`src/rtl/llsc_pkg.sv`:
```
// Shared definitions for the reservation monitor.
// Assumes reservations are tracked at a 16-byte granule.
package llsc_pkg;
    localparam int GRAN_LSB = 4;

    typedef enum logic [2:0] {
        RQ_IDLE,
        RQ_LOAD,
        RQ_LOCK,
        RQ_STORE,
        RQ_COND,
        RQ_COND_UC
    } req_kind_e;
endpackage

```
`src/rtl/llsc_decode.sv`:
```
// Classifies one port's request strobes into a single request kind.
// Assumes strobes are meaningful only while valid is high.
module llsc_decode
    import llsc_pkg::*;
(
    input  logic      valid,
    input  logic      store,
    input  logic      locked,
    input  logic      uncached,
    output req_kind_e kind
);
    // Map the strobe combination onto one request kind.
    always_comb begin
        if (!valid)
            kind = RQ_IDLE;
        else if (!store)
            kind = locked ? RQ_LOCK : RQ_LOAD;
        else if (!locked)
            kind = RQ_STORE;
        else
            kind = uncached ? RQ_COND_UC : RQ_COND;
    end
endmodule

```
`src/rtl/llsc_order.sv`:
```
// Resolves one cycle of requests across all ports in ascending port order.
// Produces store-conditional results and per-reservation clear strobes.
// Assumes reservation state is the registered value from the previous edge.
module llsc_order
    import llsc_pkg::*;
#(
    parameter int NUM_PORTS = 4,
    parameter int ADDR_W    = 48
) (
    input  req_kind_e                    kind      [NUM_PORTS],
    input  logic [NUM_PORTS*ADDR_W-1:0]  req_addr,
    input  logic [NUM_PORTS*ADDR_W-1:0]  resv_addr,
    input  logic [NUM_PORTS-1:0]         resv_flag,
    output logic [NUM_PORTS-1:0]         sc_done,
    output logic [NUM_PORTS-1:0]         sc_ok,
    output logic [NUM_PORTS-1:0]         kill
);
    localparam int TAG_W = ADDR_W - GRAN_LSB;

    function automatic logic same_gran(input logic [ADDR_W-1:0] a, input logic [ADDR_W-1:0] b);
        return a[ADDR_W-1:GRAN_LSB] == b[ADDR_W-1:GRAN_LSB];
    endfunction

    logic [TAG_W-1:0] unused_tag;
    assign unused_tag = '0;

    // Walk ports in order; earlier writes shadow later conditional stores.
    always_comb begin
        logic [NUM_PORTS-1:0] wr;
        logic early;
        wr      = '0;
        sc_done = '0;
        sc_ok   = '0;
        kill    = '0;
        for (int j = 0; j < NUM_PORTS; j++) begin
            early = 1'b0;
            for (int i = 0; i < j; i++)
                early = early | (wr[i] & same_gran(req_addr[i*ADDR_W +: ADDR_W],
                                                    resv_addr[j*ADDR_W +: ADDR_W]));
            sc_done[j] = (kind[j] == RQ_COND);
            sc_ok[j]   = (kind[j] == RQ_COND) && resv_flag[j] && !early &&
                         same_gran(req_addr[j*ADDR_W +: ADDR_W], resv_addr[j*ADDR_W +: ADDR_W]);
            wr[j]      = (kind[j] == RQ_STORE) || (kind[j] == RQ_COND_UC) || sc_ok[j];
        end
        for (int j = 0; j < NUM_PORTS; j++) begin
            kill[j] = (kind[j] == RQ_COND) && !sc_ok[j];
            for (int i = 0; i < NUM_PORTS; i++)
                kill[j] = kill[j] | (wr[i] & same_gran(req_addr[i*ADDR_W +: ADDR_W],
                                                       resv_addr[j*ADDR_W +: ADDR_W]));
        end
    end
endmodule

```
`src/rtl/llsc_entry.sv`:
```
// Holds one port's reservation address and armed flag.
// Assumes a new lock takes priority over a same-cycle clear.
module llsc_entry #(
    parameter int ADDR_W = 48
) (
    input  logic              clk,
    input  logic              rst_n,
    input  logic              set_lock,
    input  logic [ADDR_W-1:0] set_addr,
    input  logic              kill,
    output logic              flag_q,
    output logic [ADDR_W-1:0] addr_q
);
    // Armed flag: reset clears, lock arms, clear disarms.
    always_ff @(posedge clk) begin
        if (!rst_n)
            flag_q <= 1'b0;
        else if (set_lock)
            flag_q <= 1'b1;
        else if (kill)
            flag_q <= 1'b0;
    end

    // Reservation address: captured on each locked load, no reset needed.
    always_ff @(posedge clk) begin
        if (set_lock)
            addr_q <= set_addr;
    end

    p_lock_arms_r9: assert property (@(posedge clk) disable iff (!rst_n)
        set_lock |=> flag_q);
    p_clear_disarms_r6: assert property (@(posedge clk) disable iff (!rst_n)
        (kill && !set_lock) |=> !flag_q);
    p_idle_keeps_r11: assert property (@(posedge clk) disable iff (!rst_n)
        (!kill && !set_lock) |=> $stable(flag_q));
endmodule

```
`src/rtl/llsc_monitor.sv`:
```
// Top of the reservation monitor: decodes each port, resolves the cycle,
// and updates one reservation entry per port.
// Assumes one request per port per cycle; results are combinational.
module llsc_monitor
    import llsc_pkg::*;
#(
    parameter int NUM_PORTS = 4,
    parameter int ADDR_W    = 48
) (
    input  logic                        clk,
    input  logic                        rst_n,
    input  logic [NUM_PORTS-1:0]        req_valid,
    input  logic [NUM_PORTS*ADDR_W-1:0] req_addr,
    input  logic [NUM_PORTS-1:0]        req_store,
    input  logic [NUM_PORTS-1:0]        req_locked,
    input  logic [NUM_PORTS-1:0]        req_uncached,
    output logic [NUM_PORTS-1:0]        sc_done,
    output logic [NUM_PORTS-1:0]        sc_ok
);
    req_kind_e                   kind [NUM_PORTS];
    logic [NUM_PORTS-1:0]        kill;
    logic [NUM_PORTS-1:0]        resv_flag;
    logic [NUM_PORTS*ADDR_W-1:0] resv_addr;

    for (genvar p = 0; p < NUM_PORTS; p++) begin : g_port
        llsc_decode u_dec (
            .valid    (req_valid[p]),
            .store    (req_store[p]),
            .locked   (req_locked[p]),
            .uncached (req_uncached[p]),
            .kind     (kind[p])
        );

        llsc_entry #(.ADDR_W(ADDR_W)) u_entry (
            .clk      (clk),
            .rst_n    (rst_n),
            .set_lock (kind[p] == RQ_LOCK),
            .set_addr (req_addr[p*ADDR_W +: ADDR_W]),
            .kill     (kill[p]),
            .flag_q   (resv_flag[p]),
            .addr_q   (resv_addr[p*ADDR_W +: ADDR_W])
        );

        p_ok_implies_done_r12: assert property (@(posedge clk) disable iff (!rst_n)
            sc_ok[p] |-> sc_done[p]);
        p_ok_needs_resv_r2: assert property (@(posedge clk) disable iff (!rst_n)
            sc_ok[p] |-> resv_flag[p]);
        p_fail_drops_r4: assert property (@(posedge clk) disable iff (!rst_n)
            (sc_done[p] && !sc_ok[p]) |=> !resv_flag[p]);
        p_uc_silent_r8: assert property (@(posedge clk) disable iff (!rst_n)
            (req_valid[p] && req_store[p] && req_locked[p] && req_uncached[p]) |-> !sc_done[p]);
    end

    llsc_order #(.NUM_PORTS(NUM_PORTS), .ADDR_W(ADDR_W)) u_order (
        .kind      (kind),
        .req_addr  (req_addr),
        .resv_addr (resv_addr),
        .resv_flag (resv_flag),
        .sc_done   (sc_done),
        .sc_ok     (sc_ok),
        .kill      (kill)
    );
endmodule

```
`config.mk`:
```
export PLATFORM = sky130hd
export DESIGN_NAME = llsc_monitor
export DESIGN_NICKNAME = d
export VERILOG_FILES = /design/src/rtl/llsc_pkg.sv /design/src/rtl/llsc_decode.sv /design/src/rtl/llsc_order.sv /design/src/rtl/llsc_entry.sv /design/src/rtl/llsc_monitor.sv
export SDC_FILE = /design/constraint.sdc
export NUM_CORES = 1
export LEC_CHECK = 0
export BUFFER_PORTS_ARGS = -buffer_cell sky130_fd_sc_hd__buf_4
export CAP_MARGIN = 20
export CORE_ASPECT_RATIO = 1.25
export CORE_MARGIN = 1
export CORE_UTILIZATION = 42
export CTS_CLUSTER_SIZE = 16
export DETAILED_ROUTE_END_ITERATION = 6
export SYNTH_ARGS = -nofsm -noshare
export SYNTH_HDL_FRONTEND = slang
export SYNTH_SLANG_ARGS = --single-unit
```
`constraint.sdc`:
```
create_clock -name clk -period 6.68 [get_ports clk]
set_clock_uncertainty 0.05 [all_clocks]
set_input_delay 0.668 -clock clk [delete_from_list [all_inputs] [get_ports clk]]
set_output_delay 0.668 -clock clk [all_outputs]
set_load 0.02 [all_outputs]
```
==> results.ini, run 1 <==
[placed_design]
gp_congestion=1.116
post-place-cells=1857
portBuffers=201
place_area_um2=15880
hpwl_mm=65.29

[yosys]
synth_edf_count=176
synth_seq_cells=180
syn-num-nets=1458
synthArstFlopShare_pct=0
ys_seq_area_share_pct=38.80
yosysWarnings=0
syn_inst=1244
netlist_top_cells_area=edfxtp_1 38%, xor2_1 33%, xnor2_1 11%, nor4_1 6.8%, nand4_1 3.4%
synthFlopType=edfxtp_1
post_synth_most_frequent_cells=526 x xor2_1, 180 x xnor2_1, 176 x edfxtp_1
synth_top_cell_area_share_pct=38.22
yosysMostFrequentCell=xor2_1
synth.distinct_cells=49
synth_area_um2=13830
synth_top_cell_by_area=edfxtp_1
avgSynthCellArea_um2=11.11

[worst_hold_path]
hold_class=primary input to register
hold_path_depth=1
hold_start=req_addr[134]
holdPathEnd=g_port[2].u_entry.addr_q[38]$_DFFE_PP_

[die]
core_um2=32060
die_area_um2=33660
die_w_um=164.3
rows=73
io_pins=218
start_util_pct=43.13
die_h_um=204.9

[critical_path]
ff2ff_path_depth=9
crit_path_top_delay_cell=xnor2_1
cp_data_arrival_time_ns=4.14
r2r_setup_slack_ns=2.86
crit_chain=xnor2_1 -> nand4_1 -> or4b_4 -> nor4_4 -> o21ai_0 -> nand3_1 -> and4_2 -> o21ai_0 -> and4b_1 -> buf_4
worst-setup-path-type=register to output port
end_kind=output port
crit_path_frequent_cell=o21ai_0
crit_fanout=4
crit_buf_inv=1
cpPeakStageDelay_ns=0.80
reg2reg_from=g_port[0].u_entry.addr_q[22]$_DFFE_PP_
required_ns=5.96
startpoint_type=register
critical-path-top-delay-family=simple AND/OR/NAND/NOR gates
r2r_end=g_port[3].u_entry.flag_q$_SDFFE_PN0P_

[timing]
final-hold-violation-count=0
max_freq_mhz=206.0
min_period_over_period_pct=72.66
setup_viol=0
slew_violations=0
finalWorstPathRequiredPeriod_ns=4.854
rsz0062_at_grt=no
tightestPinTransition_ns=1.200
slew_headroom_pct=19.23
tns_ns=0

[cts]
ctsResizeCount=0
holdBufCountCts=0
cts_buffers=17
cts.sinks=180
clockRootBuffer=clkbuf_16
clock_path_buffers=2
insertion_delay_ns=0.47
cts_setup_buffers=0
tritoncts=done
clk_pin_slew_ns=0.08
htree_levels=4

[drt]
drt_iter0_drc=2065
final_antenna_net_count=0
drt_pass1_iterations=6
avgViaCountPerCell=6.671
vias=12620
drc=0
drt-total-wl_mm=79.70
post_drt_wl_per_cell_um=42.15

[final_layout]
final_cell_area_um2=16500
nets=1679
finalNonFillerCells=1891
drive_above_1_share_pct=17.40
syn2layout_area_growth_pct=19.35

[power]
powerDensity_nw_per_um2=207.1
total_power_uw=3417
p_leak_uw=0.005906
ir_drop_v=0.0001361

[global_route]
gr-total-overflow=0
grt_max_degree=48
grt_pass1_wl_mm=103.3
antenna_found_initial=9
grtUsageTotal_pct=47.92
grt_pass1_vias=12010

[status]
status=completed

[job]
max-cap-violations=0

==> through the flow <==
| stage | worst slack [ns] | hold slack [ns] | utilization [%] |
|---|---|---|---|
| final | 1.826 | 0.3914 | 51.47 |
| after global routing | 1.700 | 0.3926 | 51.46 |
| after global placement | 2.185 | 0.5965 | 49.54 |
| after CTS | 1.951 | 0.3928 | 51.42 |
| after floorplan | 1.498 | 0.5468 | - |
| after detailed placement | 2.176 | 0.5900 | 49.54 |
==> sequential cells by signal, summed over array words and instances, names as in the netlist <==
name                   count
g_port.u_entry.addr_q    176
g_port.u_entry.flag_q      4
==> cells in the final DEF (no fill, tap or decap), types with 3 or more instances in the layout <==
master and n:
nor2_1 11, clkbuf_16 17, and4b_1 3, nand2_1 26
a21boi_0 4, edfxtp_1 176, nor4_1 149, ha_1 4
nor3_1 13, nand4_1 76, clkinv_4 3, nand3_1 16
o21ai_0 3, buf_4 205, bufinv_16 3, xor2_1 526
dfxtp_1 4, xnor2_1 180
==> cells by family (layout without fill, tap and decap cells) <==
kind of cell / Yosys count / count (layout) / share of synthesized area (%)
AND/OR/NAND/NOR: 324 / 324 / 14.39
AO/OA/AOI/OAI: 23 / 23 / 1.357
adder cells (fa/ha/maj): 4 / 4 / 0.3620
XOR/XNOR: 708 / 708 / 44.96
buffers and inverters: 5 / 238 / 0.1357
flip-flops: 180 / 180 / 38.80
other: 0 / 2 / 0
==> power by group <==
group | internal (µW) | total, µW | leakage (µW) | switching (µW)
Sequential | 1300 | 1400 | 0.00163 | 102
Combinational | 291 | 891 | 0.00398 | 600
Clock | 598 | 1120 | 0.000288 | 527
==> layer usage <==
layer / vias up / wire length [µm] / global-route usage (%)
met5: - / 57 / 0
met1: 6057 / 27250 / 55.87
met4: 8 / 8800 / 43.35
met2: 1239 / 33900 / 70.57
li1: 4942 / - / -
met3: 369 / 9686 / 14.19
==> layout make-up <==
type | instances | area, µm²
Fill cell | 2913 | 15560
Multi-Input combinational cell | 1059 | 8464
Sequential cell | 180 | 5365
Timing Repair Buffer | 206 | 1544
Tap cell | 412 | 515.5
Clock buffer | 19 | 432.9
Clock inverter | 12 | 171.4
Antenna cell | 2 | 5.005
Inverter | 1 | 3.754
==> how the worst max path moves through the flow <==
stage,start,to,slack (ns),depth (start not counted)
global placement,req_addr[22],sc_ok[3],2.19,11
global route,g_port[0].u_entry.addr_q[22]$_DFFE_PP_,sc_ok[3],1.70,10
detailed placement,req_addr[22],sc_ok[3],2.18,11
finish,g_port[0].u_entry.addr_q[22]$_DFFE_PP_,sc_ok[3],1.83,10
CTS,g_port[0].u_entry.addr_q[22]$_DFFE_PP_,sc_ok[3],1.95,10
floorplan,req_store[1],g_port[1].u_entry.flag_q$_SDFFE_PN0P_,1.50,5
No activity file was read; power rests on OpenSTA's default activity.
==> run 2, diff against run 1 <==
==> constraint.sdc (replaced) <==
create_clock -name clk -period 4.84 [get_ports clk]
set_clock_uncertainty 0.05 [all_clocks]
set_input_delay 0.484 -clock clk [delete_from_list [all_inputs] [get_ports clk]]
set_output_delay 0.484 -clock clk [all_outputs]
set_load 0.02 [all_outputs]
==> run 2 against run 1 <==
  * Flip-flop and latch count unchanged
  * Clock power up 37%
  * Largest power group unchanged
  * Sequential power up 38%
  * Cell area up 0.73%
==> results.ini, run 2 (synthesis gave the netlist of run 1 again) <==
[status]
status=completed

[placed_design]
gp_congestion=1.129  ; +1.2%
place_area_um2=15990  ; +0.68%
hpwl_mm=66.86  ; +2.4%
portBuffers=201  ; unchanged

[final_layout]
final_cell_mix=526 x xor2_1, 220 x buf_4, 180 x xnor2_1
reg.largest.list=g_port.u_entry.addr_q (176), g_port.u_entry.flag_q (4)
largest_reg_flops=176  ; unchanged
multi_input_area_um2=8468  ; about the same
final_common_cell=xor2_1
regMostFlops=g_port.u_entry.addr_q
syn2layout_area_growth_pct=20.22
register_area_um2=5365  ; unchanged
drive_above_1_share_pct=18.29  ; +0.89 points
final_cell_area_um2=16620  ; +0.73%
nets=1694  ; +0.89%
fill_cells=2936  ; +0.79%

[die]
die_area_um2=33660  ; unchanged
rows=73  ; unchanged
core_um2=32060  ; unchanged
die_w_um=164.3  ; unchanged
io_pins=218  ; unchanged
start_util_pct=43.13  ; unchanged
die_h_um=204.9  ; unchanged

[power]
switchingPower_uw=1681  ; +37%
powerDensity_nw_per_um2=283.3  ; +37%
sw_frac_of_total_pct=35.70  ; -0.26 points
power.internal_uw=3028  ; +38%
power_frac_clock_pct=32.5  ; -0.4 points
p_seq_share_pct=41.0  ; about the same
p_leak_uw=0.005990  ; +1.4%
combPwrFrac_pct=26.5  ; +0.4 points
ir_drop_v=0.0001837  ; +35%
total_power_uw=4709  ; +38%

[global_route]
grt_pass1_vias=11830  ; -1.5%
antenna_found_initial=4  ; -5
gr-total-overflow=0  ; unchanged
grtUsageTotal_pct=48.45  ; +0.53 points
grt_max_degree=47  ; -2.1%
grt_pass1_wl_mm=104.3  ; +0.90%

[drt]
drt_pass1_iterations=5  ; -1
drc=0  ; unchanged
final_antenna_net_count=0  ; unchanged
avgViaCountPerCell=6.600  ; -1.1%
drt_iter0_drc=2085  ; +0.97%
post_drt_wl_per_cell_um=41.94  ; -0.49%
vias=12600  ; -0.13%
drt-total-wl_mm=80.07  ; +0.46%

[cts]
clockRootBuffer=clkbuf_16
clk_pin_slew_ns=0.08  ; about the same
cts_setup_buffers=0  ; unchanged
tritoncts=done
clock_path_buffers=2  ; unchanged
holdBufCountCts=0  ; unchanged
ctsResizeCount=0  ; unchanged
cts.sinks=180  ; unchanged
insertion_delay_ns=0.48  ; about the same
htree_levels=4  ; unchanged
cts_buffers=17  ; unchanged

[timing]
rsz0062_at_grt=no
min_period_over_period_pct=94.37
max_freq_mhz=218.9
slew_headroom_pct=21.07  ; +1.8 points
tns_ns=0  ; unchanged
final-hold-violation-count=0  ; unchanged
slew_violations=0  ; unchanged
tightestPinTransition_ns=1.173  ; -0.02733 ns
finalWorstPathRequiredPeriod_ns=4.567
setup_viol=0  ; unchanged

[critical_path]
ff2ff_path_depth=9  ; unchanged
crit_path_start=g_port[0].u_entry.addr_q[5]$_DFFE_PP_
cp.depth=10  ; unchanged
r2r_setup_slack_ns=1.14  ; -1.72 ns
worst-setup-path-type=register to output port
required_ns=4.31  ; -1.65 ns
reg2reg_from=g_port[0].u_entry.addr_q[5]$_DFFE_PP_
critical-path-top-delay-family=simple AND/OR/NAND/NOR gates
crit_chain=xnor2_1 -> nand4b_1 -> or4b_4 -> nor4_4 -> o21ai_0 -> nand3_1 -> and4_2 -> o21ai_0 -> and4b_1 -> buf_4
cpPeakStageDelay_ns=0.70  ; -0.10 ns
crit_fanout=4  ; unchanged
end_kind=output port
startpoint_type=register
crit_path_top_delay_cell=xnor2_1
crit_path_frequent_cell=o21ai_0
crit_buf_inv=1  ; unchanged
cp_data_arrival_time_ns=4.03  ; -0.11 ns

[job]
max-cap-violations=0  ; unchanged

[worst_hold_path]
hold_class=primary input to register
hold_path_depth=1  ; unchanged
hold_start=req_addr[165]

run 2: cell count changes in the layout (fill, tap and decap cells not counted), sizes merged:
cell and change:
buf +15, clkinv -1, diode +2, inv +2
run 2: per-layer routing:
metal / vias up / GRT usage (%) / share of wire (%)
met5: - / 0 / 0.016
met4: 2 / 45.90 / 11
met3: 315 / 12.13 / 11
met2: 1193 / 69.94 / 42
met1: 6110 / 58.30 / 36
li1: 4979 / - / -
run 2: area by class of cell:
type	count	area share, %
Multi-Input combinational cell	1059	50.94
Sequential cell	180	32.28
Timing Repair Buffer	221	9.966
Tap cell	412	3.101
Clock buffer	19	2.604
Clock inverter	13	1.024
Antenna cell	4	0.06022
Inverter	1	0.02258
run 2: metrics by stage:
stage	hold slack (ns)	utilization (%)	worst slack, ns	instances
finish	0.1977	51.85	0.2727	1909
global route	0.2034	51.82	0.2077	1905
CTS	0.1942	51.75	0.3867	1902
detailed placement	0.6043	49.87	0.8019	1870
global placement	0.5967	49.87	0.8046	1870
floorplan	0.5329	-	0.09993	1244
run 2: worst paths after layout:
kind / endpoint
setup / recovery: sc_ok[3]
hold / removal: g_port[3].u_entry.addr_q[21]$_DFFE_PP_
hold reg to reg: g_port[1].u_entry.flag_q$_SDFFE_PN0P_
setup reg to reg: g_port[0].u_entry.flag_q$_SDFFE_PN0P_
run 2: worst register-to-register path, cell delays in order, from the launching register on:
cell and delay (ns):
edfxtp_1 0.51, xnor2_1 0.70, nand4b_1 0.17, or4b_4 0.55, nor4_4 0.48, o21ai_2 0.15, and3_1 0.17, a221o_1 0.37
o31a_1 0.30, a21boi_2 0.15
run 2: power by group through the flow:
stage	Sequential, µW	Combinational [µW]	Clock (µW)
after floorplan	1920	467	0
after global placement	1960	1180	0
after detailed placement	1960	1170	0
after CTS	1920	1180	1520
after global routing	1930	1240	1570
final	1930	1250	1530
==> run 3, diff against run 2 <==
--- a/config.mk
+++ b/config.mk
@@ -12,6 +12,7 @@
 export CORE_UTILIZATION = 42
 export CTS_CLUSTER_SIZE = 16
 export DETAILED_ROUTE_END_ITERATION = 6
+export RECOVER_POWER = 50
 export SYNTH_ARGS = -nofsm -noshare
 export SYNTH_HDL_FRONTEND = slang
 export SYNTH_SLANG_ARGS = --single-unit
==> run 3 against run 2 <==
  * The flow now finishes with violations (max-capacitance violations, max-slew violations)
  * Count of clock-buffer cells in the layout stayed put
  * Sequential share of layout area is 1.4 points higher
  * Via count hardly changed
  * Routed wire length is 0.24% higher
==> results.ini, run 3 (synthesis gave the netlist of run 1 again) <==
[final_layout]
reg.largest.list=g_port.u_entry.addr_q (176), g_port.u_entry.flag_q (4)
final_cell_area_um2=15940  ; -4.1%
final_cell_mix=526 x xor2_1, 181 x clkbuf_1, 180 x xnor2_1
syn2layout_area_growth_pct=15.30
drive_above_1_share_pct=6.296  ; -12 points
largest_reg_flops=176  ; unchanged
final_common_cell=xor2_1
regMostFlops=g_port.u_entry.addr_q
finalNonFillerCells=1906  ; -0.16%
nets=1694  ; unchanged

[power]
sw_frac_of_total_pct=36.33  ; +0.63 points
power.internal_uw=2959  ; -2.3%
power_frac_clock_pct=33.1  ; +0.6 points
powerDensity_nw_per_um2=291.5  ; +2.9%
switchingPower_uw=1688  ; +0.42%
p_leak_uw=0.005341  ; -11%
combPwrFrac_pct=25.4  ; -1.1 points
ir_drop_v=0.0001831  ; -0.31%
p_seq_share_pct=41.5  ; +0.5 points

[timing]
finalWorstSetupSlack_ns=0.2879  ; +0.01516 ns
slew_violations=46  ; +46
setup_viol=0  ; unchanged
slew_headroom_pct=-149.1  ; -170 points
tns_ns=0  ; unchanged
finalWorstPathRequiredPeriod_ns=4.552  ; -0.01516 ns
max_freq_mhz=219.7  ; +0.33%
tightestPinTransition_ns=3.737  ; +2.564 ns
rsz0062_at_grt=no
min_period_over_period_pct=94.05  ; -0.31 points
final-hold-violation-count=0  ; unchanged
worst_hold_slack_ns=0.2246  ; +0.02688 ns

[worst_hold_path]
hold_path_depth=2  ; +1
hold_start=rst_n
holdPathEnd=g_port[3].u_entry.flag_q$_SDFFE_PN0P_
hold_class=primary input to register

[cts]
ctsResizeCount=0  ; unchanged
cts_buffers=17  ; unchanged
holdBufCountCts=0  ; unchanged
clk_pin_slew_ns=0.08  ; about the same
insertion_delay_ns=0.48  ; about the same
cts_setup_buffers=0  ; unchanged
htree_levels=4  ; unchanged
cts.sinks=180  ; unchanged
clockRootBuffer=clkbuf_16
clock_path_buffers=2  ; unchanged
tritoncts=done

[placed_design]
post-place-cells=1870  ; unchanged
dp_slack_ns=0.8019  ; unchanged
gp_congestion=1.129  ; unchanged
place_area_um2=15990  ; unchanged
hpwl_mm=66.86  ; unchanged
portBuffers=201  ; unchanged

[global_route]
grt_pass1_vias=11830  ; unchanged
grt_max_degree=47  ; unchanged
gr-total-overflow=0  ; unchanged
grtUsageTotal_pct=48.45  ; unchanged
grt_pass1_wl_mm=104.3  ; unchanged
antenna_found_initial=4  ; unchanged

[drt]
post_drt_wl_per_cell_um=42.11  ; +0.40%
avgViaCountPerCell=6.605  ; about the same
drt-total-wl_mm=80.27  ; +0.24%
vias=12590  ; -0.079%
drt_pass1_iterations=5  ; unchanged
drc=0  ; unchanged
final_antenna_net_count=0  ; unchanged
drt_iter0_drc=2052  ; -1.6%

[die]
die_area_um2=33660  ; unchanged
start_util_pct=43.13  ; unchanged
rows=73  ; unchanged
io_pins=218  ; unchanged
die_w_um=164.3  ; unchanged
core_um2=32060  ; unchanged
die_h_um=204.9  ; unchanged

[critical_path]
worst-setup-path-type=register to output port
crit_fanout=4  ; unchanged
r2r_end=g_port[0].u_entry.flag_q$_SDFFE_PN0P_
required_ns=4.31  ; about the same
startpoint_type=register
reg2reg_from=g_port[0].u_entry.addr_q[5]$_DFFE_PP_
cp_data_arrival_time_ns=4.02  ; about the same
ff2ff_path_depth=9  ; unchanged
end_kind=output port
r2r_setup_slack_ns=1.16  ; +0.02 ns

[job]
max-cap-violations=1  ; +1

[status]
status=complete, but fails checks
violations=max-capacitance violations, max-slew violations

-- run 3: layer usage --
metal	GRT usage, %	wire length [µm]	part of all wire (%)
met5	0	30	0.037
met4	45.90	9367	12
met3	12.13	8949	11
met2	69.94	33470	42
met1	58.30	28450	35
-- run 3: stage by stage --
step	utilization [%]	total power, µW
after floorplan	-	2388
after global placement	49.87	3133
after detailed placement	49.87	3126
after CTS	51.75	4620
after global routing	49.72	4672
final	49.73	4647
-- run 3: layout make-up --
class,count,area (µm²)
fill,3124,16120
multi-input combinational,1059,8468
sequential,180,5365
timing repair buffer,221,984.7
tap,412,515.5
clock buffer,19,432.9
clock inverter,13,170.2
inverter,1,3.754
antenna,1,2.502
-- run 3: power by group through the flow --
stage | Clock (µW) | Combinational [µW] | Sequential (µW)
floorplan | 0 | 467 | 1920
global placement | 0 | 1180 | 1960
detailed placement | 0 | 1170 | 1960
CTS | 1520 | 1180 | 1920
global route | 1570 | 1160 | 1940
finish | 1540 | 1180 | 1930
-- run 3: how the worst max path moves through the flow --
| stage | to | start |
|---|---|---|
| 6_report | sc_ok[3] | g_port[0].u_entry.addr_q[5]$_DFFE_PP_ |
| 5_1_grt | sc_ok[3] | g_port[0].u_entry.addr_q[5]$_DFFE_PP_ |
| 4_1_cts | sc_ok[3] | g_port[0].u_entry.addr_q[5]$_DFFE_PP_ |
| 3_5_place_dp | sc_ok[3] | req_addr[5] |
| 3_3_place_gp | sc_ok[3] | req_addr[5] |
| 2_1_floorplan | g_port[3].u_entry.addr_q[10]$_DFFE_PP_ | req_locked[3] |
-- run 3: critical path, stage by stage (launching register included) --
cell,delay (ns)
edfxtp_1,0.51
xnor2_1,0.66
nand4b_1,0.16
or4b_4,0.55
nor4_4,0.49
o21ai_0,0.22
nand3_1,0.14
and4_2,0.30
o21ai_0,0.10
and4b_1,0.24
buf_4,0.15
